File: config.mk
export PLATFORM = sky130hd
export DESIGN_NAME = acc_core
export DESIGN_NICKNAME = d
export VERILOG_FILES = /design/src/rtl/acc_pkg.sv /design/src/rtl/acc_seq.sv /design/src/rtl/acc_alu.sv /design/src/rtl/acc_dp.sv /design/src/rtl/acc_core.sv
export SDC_FILE = /design/constraint.sdc
export NUM_CORES = 1
export LEC_CHECK = 0
export ABC_AREA = 1
export CAP_MARGIN = 40
export CORE_MARGIN = 2
export CORE_UTILIZATION = 29
export CTS_BUF_LIST = sky130_fd_sc_hd__clkbuf_8
export CTS_CLUSTER_DIAMETER = 60
export DETAILED_ROUTE_END_ITERATION = 12
export DONT_BUFFER_PORTS = 1
export SLEW_MARGIN = 10
export SYNTH_ARGS = -nofsm -noshare
export SYNTH_HDL_FRONTEND = slang
export SYNTH_SLANG_ARGS = --single-unit
File: constraint.sdc
create_clock -name clk -period 10.8 [get_ports clk]
set_input_delay 2.16 -clock clk [delete_from_list [all_inputs] [get_ports clk]]
set_output_delay 2.16 -clock clk [all_outputs]
set_load 0.005 [all_outputs]
File: src/rtl/acc_pkg.sv
package acc_pkg;

    typedef enum logic [7:0] {
        OP_LOAD = 8'h10,
        OP_STO  = 8'h11,
        OP_ADD  = 8'h12,
        OP_SUB  = 8'h13,
        OP_MUL  = 8'h14,
        OP_HALT = 8'hFF
    } opcode_e;

    typedef enum logic [2:0] {
        ST_OPC,
        ST_ALO,
        ST_AHI,
        ST_RD,
        ST_EX,
        ST_WR,
        ST_HALT
    } state_e;

    function automatic logic needs_operand(input logic [7:0] op);
        return (op == OP_LOAD) || (op == OP_ADD) || (op == OP_SUB) || (op == OP_MUL);
    endfunction

    function automatic logic is_store(input logic [7:0] op);
        return op == OP_STO;
    endfunction

endpackage

File: src/rtl/acc_seq.sv
module acc_seq
    import acc_pkg::*;
#(
    parameter int AW = 16,
    parameter int DW = 8
) (
    input  logic          clk,
    input  logic          rst_n,
    input  logic [DW-1:0] rdata,
    output logic [AW-1:0] mem_addr,
    output logic          mem_rd,
    output logic          mem_wr,
    output logic          exec_en,
    output logic [7:0]    op,
    output logic [DW-1:0] opnd,
    output logic          halted
);

    localparam int AHI_W = AW - DW;

    state_e        state;
    logic          phase;
    logic [AW-1:0] pc;
    logic [AW-1:0] ea;
    logic [7:0]    ir;
    logic [DW-1:0] opnd_q;

    // State register and transitions; phase marks the second cycle of an access.
    always_ff @(posedge clk or negedge rst_n) begin
        if (!rst_n) begin
            state  <= ST_OPC;
            phase  <= 1'b0;
            pc     <= '0;
            ea     <= '0;
            ir     <= '0;
            opnd_q <= '0;
        end else begin
            unique case (state)
                ST_OPC: begin
                    phase <= ~phase;
                    if (phase) begin
                        ir    <= rdata[7:0];
                        pc    <= pc + AW'(1);
                        state <= (rdata[7:0] == OP_HALT) ? ST_HALT : ST_ALO;
                    end
                end
                ST_ALO: begin
                    phase <= ~phase;
                    if (phase) begin
                        ea[DW-1:0] <= rdata;
                        pc         <= pc + AW'(1);
                        state      <= ST_AHI;
                    end
                end
                ST_AHI: begin
                    phase <= ~phase;
                    if (phase) begin
                        ea[AW-1:DW] <= rdata[AHI_W-1:0];
                        pc          <= pc + AW'(1);
                        if (needs_operand(ir))
                            state <= ST_RD;
                        else if (is_store(ir))
                            state <= ST_WR;
                        else
                            state <= ST_OPC;
                    end
                end
                ST_RD: begin
                    phase <= ~phase;
                    if (phase) begin
                        opnd_q <= rdata;
                        state  <= ST_EX;
                    end
                end
                ST_EX: begin
                    state <= ST_OPC;
                end
                ST_WR: begin
                    phase <= ~phase;
                    if (phase)
                        state <= ST_OPC;
                end
                ST_HALT: begin
                    state <= ST_HALT;
                end
                default: begin
                    state <= ST_OPC;
                    phase <= 1'b0;
                end
            endcase
        end
    end

    // Outputs decoded from the state.
    always_comb begin
        mem_addr = '0;
        mem_rd   = 1'b0;
        mem_wr   = 1'b0;
        exec_en  = 1'b0;
        halted   = 1'b0;
        unique case (state)
            ST_OPC, ST_ALO, ST_AHI: begin
                mem_addr = pc;
                mem_rd   = 1'b1;
            end
            ST_RD: begin
                mem_addr = ea;
                mem_rd   = 1'b1;
            end
            ST_WR: begin
                mem_addr = ea;
                mem_wr   = 1'b1;
            end
            ST_EX:   exec_en = 1'b1;
            ST_HALT: halted  = 1'b1;
            default: ;
        endcase
    end

    assign op   = ir;
    assign opnd = opnd_q;

endmodule

File: src/rtl/acc_alu.sv
module acc_alu
    import acc_pkg::*;
#(
    parameter int DW = 8
) (
    input  logic [7:0]    op,
    input  logic [DW-1:0] a,
    input  logic [DW-1:0] b,
    output logic [DW-1:0] res,
    output logic          cout,
    output logic          upd_acc,
    output logic          upd_c
);

    logic [DW:0]     sum;
    logic [DW:0]     diff;
    logic [2*DW-1:0] prod;

    always_comb begin
        sum  = {1'b0, a} + {1'b0, b};
        diff = {1'b0, a} - {1'b0, b};
        prod = {{DW{1'b0}}, a} * {{DW{1'b0}}, b};
        res     = '0;
        cout    = 1'b0;
        upd_acc = 1'b0;
        upd_c   = 1'b0;
        unique case (op)
            OP_LOAD: begin
                res     = b;
                upd_acc = 1'b1;
            end
            OP_ADD: begin
                res     = sum[DW-1:0];
                cout    = sum[DW];
                upd_acc = 1'b1;
                upd_c   = 1'b1;
            end
            OP_SUB: begin
                res     = diff[DW-1:0];
                cout    = diff[DW];
                upd_acc = 1'b1;
                upd_c   = 1'b1;
            end
            OP_MUL: begin
                res     = prod[DW-1:0];
                cout    = |prod[2*DW-1:DW];
                upd_acc = 1'b1;
                upd_c   = 1'b1;
            end
            default: ;
        endcase
    end

endmodule

File: src/rtl/acc_dp.sv
module acc_dp #(
    parameter int DW = 8
) (
    input  logic          clk,
    input  logic          rst_n,
    input  logic          exec_en,
    input  logic          upd_acc,
    input  logic          upd_c,
    input  logic [DW-1:0] res,
    input  logic          cout,
    output logic [DW-1:0] acc,
    output logic          zero,
    output logic          carry
);

    always_ff @(posedge clk or negedge rst_n) begin
        if (!rst_n) begin
            acc   <= '0;
            zero  <= 1'b0;
            carry <= 1'b0;
        end else if (exec_en && upd_acc) begin
            acc  <= res;
            zero <= (res == '0);
            if (upd_c)
                carry <= cout;
        end
    end

endmodule

File: src/rtl/acc_core.sv
module acc_core #(
    parameter int AW = 16,
    parameter int DW = 8
) (
    input  logic          clk,
    input  logic          rst_n,
    output logic [AW-1:0] mem_addr,
    output logic          mem_rd,
    output logic          mem_wr,
    output logic [DW-1:0] mem_wdata,
    input  logic [DW-1:0] mem_rdata,
    output logic [DW-1:0] acc_out,
    output logic          zero,
    output logic          carry,
    output logic          halted
);

    logic          exec_en;
    logic [7:0]    op;
    logic [DW-1:0] opnd;
    logic [DW-1:0] res;
    logic          cout;
    logic          upd_acc;
    logic          upd_c;

    acc_seq #(.AW(AW), .DW(DW)) u_seq (
        .clk      (clk),
        .rst_n    (rst_n),
        .rdata    (mem_rdata),
        .mem_addr (mem_addr),
        .mem_rd   (mem_rd),
        .mem_wr   (mem_wr),
        .exec_en  (exec_en),
        .op       (op),
        .opnd     (opnd),
        .halted   (halted)
    );

    acc_alu #(.DW(DW)) u_alu (
        .op      (op),
        .a       (acc_out),
        .b       (opnd),
        .res     (res),
        .cout    (cout),
        .upd_acc (upd_acc),
        .upd_c   (upd_c)
    );

    acc_dp #(.DW(DW)) u_dp (
        .clk     (clk),
        .rst_n   (rst_n),
        .exec_en (exec_en),
        .upd_acc (upd_acc),
        .upd_c   (upd_c),
        .res     (res),
        .cout    (cout),
        .acc     (acc_out),
        .zero    (zero),
        .carry   (carry)
    );

    assign mem_wdata = acc_out;

endmodule

### Word level (Yosys, flattened, before mapping)

Index checks and enable logic that the tools add are counted.

| word-level totals | value |
|---|---|
| logic and storage cells | 72 |
| output and inout port bits | 37 |
| input bits | 10 |
| bits in registers | 62 |

| cells by class | value |
|---|---|
| add/sub/neg operators | 3 |
| bitwise operators | 1 |
| muxes and demuxes | 19 |
| multiply operators | 1 |
| equality and inequality tests | 17 |
| reduce and logical (&&, ||, !) cells | 21 |

Operators with widths:

| operator | number |
|---|---|
| equality test 8 x 5 -> 1 bit (second input constant) | 5 |
| one-hot mux 16 bit (2 select lines) | 1 |
| one-hot mux 8 bit (4 select lines) | 1 |
| 2-to-1 mux 3 bit | 8 |
| one-hot mux 3 bit (6 select lines) | 1 |
| adder 16 x 1 -> 16 bit (second input constant) | 1 |
| multiplier 8 x 8 -> 16 bit | 1 |
| AND reduction 2 bit | 6 |
| != test 2 x 1 -> 1 bit (second input constant) | 5 |
| adder 8 x 8 -> 9 bit | 1 |
| equality test 3 bit (second input constant) | 3 |
| subtractor 8 x 8 -> 9 bit | 1 |
| equality test 8 bit (second input constant) | 1 |
| logical NOT 8 bit | 1 |
| OR reduction 4 bit | 2 |
| OR reduction 8 bit | 1 |
| equality test 3 x 2 -> 1 bit (second input constant) | 2 |
| 2-to-1 mux 1 bit | 6 |
| OR reduction 3 bit | 2 |
| AND reduction 5 bit | 1 |
| OR reduction 5 bit | 1 |
| OR reduction 2 bit | 2 |
| equality test 3 x 1 -> 1 bit (second input constant) | 1 |
| logical NOT 3 bit | 1 |
| other kinds (5) | 7 |

### Longest topological paths before layout

| logic depth | value |
|---|---|
| depth after elaboration | 7 |
| depth in mapped cells | 23 |

### By module

From an unflattened synthesis, not the netlist that was laid out.

| unflattened totals | value |
|---|---|
| cells, all modules | 934 |
| area, all modules | 6,411.1 µm² |

Modules (own cells, without submodules):

| module | area an instance (µm²) | cells each | instances |
|---|---|---|---|
| acc_alu | 3,293.2 | 527 | 1 |
| acc_seq | 2,655.0 | 351 | 1 |
| acc_dp | 402.9 | 48 | 1 |
| acc_core | 60.1 | 8 | 1 |

### Least setup slack after synthesis

OpenSTA, ideal clock, no wires.

| timing path | value |
|---|---|
| kind | reg-to-reg |
| from | register u_dp.acc[1] |
| to | register u_dp.carry |
| setup time | 121 ps |
| arrival time | 4,033 ps |
| slack | 6,646 ps |
| data required time | 10,679 ps |
| buffers on the path | 1 |
| stages on the path, launching flop included | 19 |
| clock period less this slack | 4,154 ps |
| path through | dfrtp_1 -> clkbuf_1 -> nand2_1 -> fa_1 -> fa_1 -> fa_1 -> fa_1 -> inv_1 -> ha_1 -> nand2_1 -> inv_1 -> a21oi_1 -> nand3b_1 -> nand2_1 -> nand2_1 -> nor2_1 -> nand3_1 -> nand2_1 -> a21oi_1 |

| on the way | value |
|---|---|
| cells in the longest elaborated chain, start to end | 3 |
| elaborated cells on any way between the ends | 5 |

RTL lines:

| item | line | RTL |
|---|---|---|
| from (decl) | acc_dp.sv:11 | `output logic [DW-1:0] acc,` |
| from (signal assigned) | acc_dp.sv:22 | `acc <= res;` |
| multiplier 8 x 8 -> 16 bit | acc_alu.sv:22 | `prod = {{DW{1'b0}}, a} * {{DW{1'b0}}, b};` |
| OR reduction 8 bit | acc_alu.sv:46 | `cout = \|prod[2*DW-1:DW];` |
| one-hot mux 1 bit (3 select lines) * | acc_alu.sv:27 | `unique case (op)` |
| to (signal assigned) | acc_dp.sv:25 | `carry <= cout;` |
| to (decl) | acc_dp.sv:13 | `output logic carry` |

Mark *: on every way between the ends. The rest lies on a longest branch, timed or not.
A chain may end at the register's enable or synchronous reset.

### Worst setup path after layout

| timing path | value |
|---|---|
| from | register u_dp.acc[4] |
| to | register u_dp.carry |

Same word-level chain as after synthesis.

==> results.cfg <==
[critical_path]
cp-end-kind = register
r2r_slack_ps = 6260
r2r_start = u_dp.acc[4]
cp_data_required_time_ps = 11030
cp_cell_sequence = ha_1 -> fa_1 -> inv_1 -> fa_1 -> fa_1 -> fa_1 -> inv_1 -> ha_1 -> nand2_1 -> inv_1 -> a21oi_1 -> nand3b_1 -> nand2_1 -> nand2_1 -> nor2_1 -> nand3_1 -> nand2_1 -> a21oi_1
arrival_ps = 4770
worstSetupPathType = reg2reg
worst_path_max_delay_cell = dfrtp_1
critical_path.max_fanout = 12
startpoint_type = register
cp_slowest_stage_delay_ps = 580
rr_worst_depth = 18
r2r-end = u_dp.carry

[sta]
tightest_slew_ps = 633
final.min_clock_period_ps = 4540
clock_skew_ps = 7.76
hold_violations = 0
fin_tns_setup_ps = 0
fin_ws_ps = 6260
maxSlewHeadroom_pct = 57.6
period_share_pct = 42.0
report.final.slew_viol_count = 0
grt_setup_unrepaired = no
finalSetupViolCount = 0
fmax_mhz = 220

[yosys]
syn_area_um2 = 6240
synth_warnings = 0
ys_ff_latch = 62
avgSynthCellArea_um2 = 7.07
seq_area_frac_synth_pct = 24.9
ys_types = 33
syn_nets = 983
synthCells = 882

[global_routing]
grt_pass1_wl_mm = 25.9
grt_max_degree = 63
antenna_found_initial = 0
grt_pass1_vias = 5333
grt_remaining_overflow = 0
grt_usage_pct = 14.4

[drt]
antenna_left = 0
num_vias = 5248
dr.pass1.iters = 5
drc_errors = 0
wire_per_inst_um = 13.2
drt_iter0_drc = 321
routed_via_density = 4.61
drt-total-wl_mm = 15.0

[power_and_ir_drop]
powerDensity_nw_per_um2 = 158
p_leak_uw = 0.00378
seq_power_share_pct = 41.1
p_int_uw = 570
power_frac_comb_pct = 38.3
vdd_drop_max_mv = 0.101
switching_power_uw = 475
power_uw = 1050
clkPwrFrac_pct = 20.7
p_sw_share_pct = 45.4

[clock_tree]
clockBufferDepth = 2
clk_pin_slew_worst_paths_ps = 70
clock_latency_ps = 340
clkSinkCount = 62
holdBufCountCts = 0
post_cts_buffers = 0
cts_buffers = 9
ctsHtreeMaxLevel = 3
cts_repair_resize_count = 0
cts_tree = done
cts_root_buffer = clkbuf_8

[status]
status = finished clean

[die]
ios = 47
start_util_pct = 29.6
die_width_um = 151
core_um2 = 21100
die_h_um = 151
dieArea_um2 = 22700
core.rowCount = 53

[hold_path]
min_to = u_seq.ea[4]
hp-class = reg2reg
hp-start = u_seq.ea[4]
holdPathStages = 2

[finish]
final_nets = 961
areaGrowthSynthToFinish_pct = 6.28
n_fill_cell = 2331
drive_gt1_share_pct = 4.40
final_area_um2 = 6630
diodes = 0
mostFrequentLayoutCells = nand2_1 (255), inv_1 (179), nand3_1 (71)
layout_commonest_cell = nand2_1

[place]
post_dp_cell_area_um2 = 6430
place_hpwl_mm = 11.8
gp_congestion = 0.887
place_ws_ps = 6240
portBuffers = 0

[job]
drv_cap = 0
## metrics by stage
step / util (%) / cells / hold WS [ps]
5_1_grt: 31.4 / 1139 / 519
3_5_place_dp: 30.5 / 1124 / 476
4_1_cts: 31.4 / 1139 / 494
3_3_place_gp: 30.5 / 1124 / 468
2_1_floorplan: - / 882 / 453
6_report: 31.4 / 1139 / 488
## Yosys cell counts, drive strengths merged
| cell | instances | area (um^2) |
|---|---|---|
| a21boi | 1 | 7.51 |
| a21o | 1 | 7.51 |
| a21oi | 18 | 90.1 |
| buf | 10 | 70.1 |
| clkbuf | 23 | 86.3 |
| dfrtp | 62 | 1550 |
| fa | 38 | 761 |
| ha | 53 | 663 |
| inv | 179 | 672 |
| nand2 | 257 | 980 |
| nand3 | 75 | 410 |
| nand3b | 5 | 37.5 |
| nand4 | 10 | 68.8 |
| nor2 | 53 | 236 |
| nor3 | 6 | 40.0 |
| nor3b | 1 | 7.51 |
| nor4 | 3 | 33.8 |
| o21ai | 60 | 300 |
| o21bai | 2 | 15.0 |
| o22ai | 1 | 6.26 |
| or2 | 6 | 37.5 |
| xor2 | 18 | 158 |
## per-layer routing
layer	vias to the layer above	global-route usage, %	routed length [um]
met5	-	0	0
met4	0	3.36	203
met3	13	3.24	773
met2	104	25.1	7220
met1	2466	18.1	6830
li1	2665	-	-
## worst max-delay path: cells and delay by family, from the launching register on
family,cells,cell delay [ps]
adder cells (fa/ha/maj),6,2760
AND/OR/NAND/NOR,7,680
flip-flops,1,580
AO/OA/AOI/OAI,2,250
buffers and inverters,3,150
## power groups by stage
stage               clock network, uW  registers, uW  logic, uW
detailed placement                  0            431        402
finish                            216            429        400
CTS                               223            428        404
global placement                    0            431        396
floorplan                           0            362        363
global route                      234            441        474
## state kept, by name, indices dropped and copies added, names as in the netlist
register	flops
u_dp.zero	1
u_seq.opnd	8
u_dp.acc	8
u_seq.ea	16
u_seq.phase	1
u_seq.op	8
u_seq.pc	16
u_dp.carry	1
u_seq.state	3
## how the worst max path moves through the flow
stage	startpoint	end	depth (start not counted)
after floorplan	u_dp.acc[1]	u_dp.carry	18
after global placement	u_dp.acc[4]	u_dp.carry	18
after detailed placement	u_dp.acc[4]	u_dp.carry	19
after CTS	u_dp.acc[4]	u_dp.carry	19
after global routing	u_dp.acc[3]	u_dp.zero	19
final	u_dp.acc[4]	u_dp.carry	18
## cell families after synthesis
kind of cell / synth area share, %
AND/OR/NAND/NOR: 29.7
AO/OA/AOI/OAI: 6.84
adder cells (fa/ha/maj): 22.8
XOR/XNOR: 2.53
flip-flops: 24.9
buffers and inverters: 13.3
## area by class of cell
| cell class | count | area, um^2 | share of cell area [%] |
|---|---|---|---|
| clock inverters | 6 | 80.1 | 1.21 |
| inverters | 179 | 672 | 10.1 |
| clock buffers | 9 | 124 | 1.87 |
| well taps | 275 | 344 | 5.19 |
| flip-flops and latches | 62 | 1550 | 23.4 |
| multi-input cells | 608 | 3860 | 58.2 |
Power figures use the tool's default switching activity.
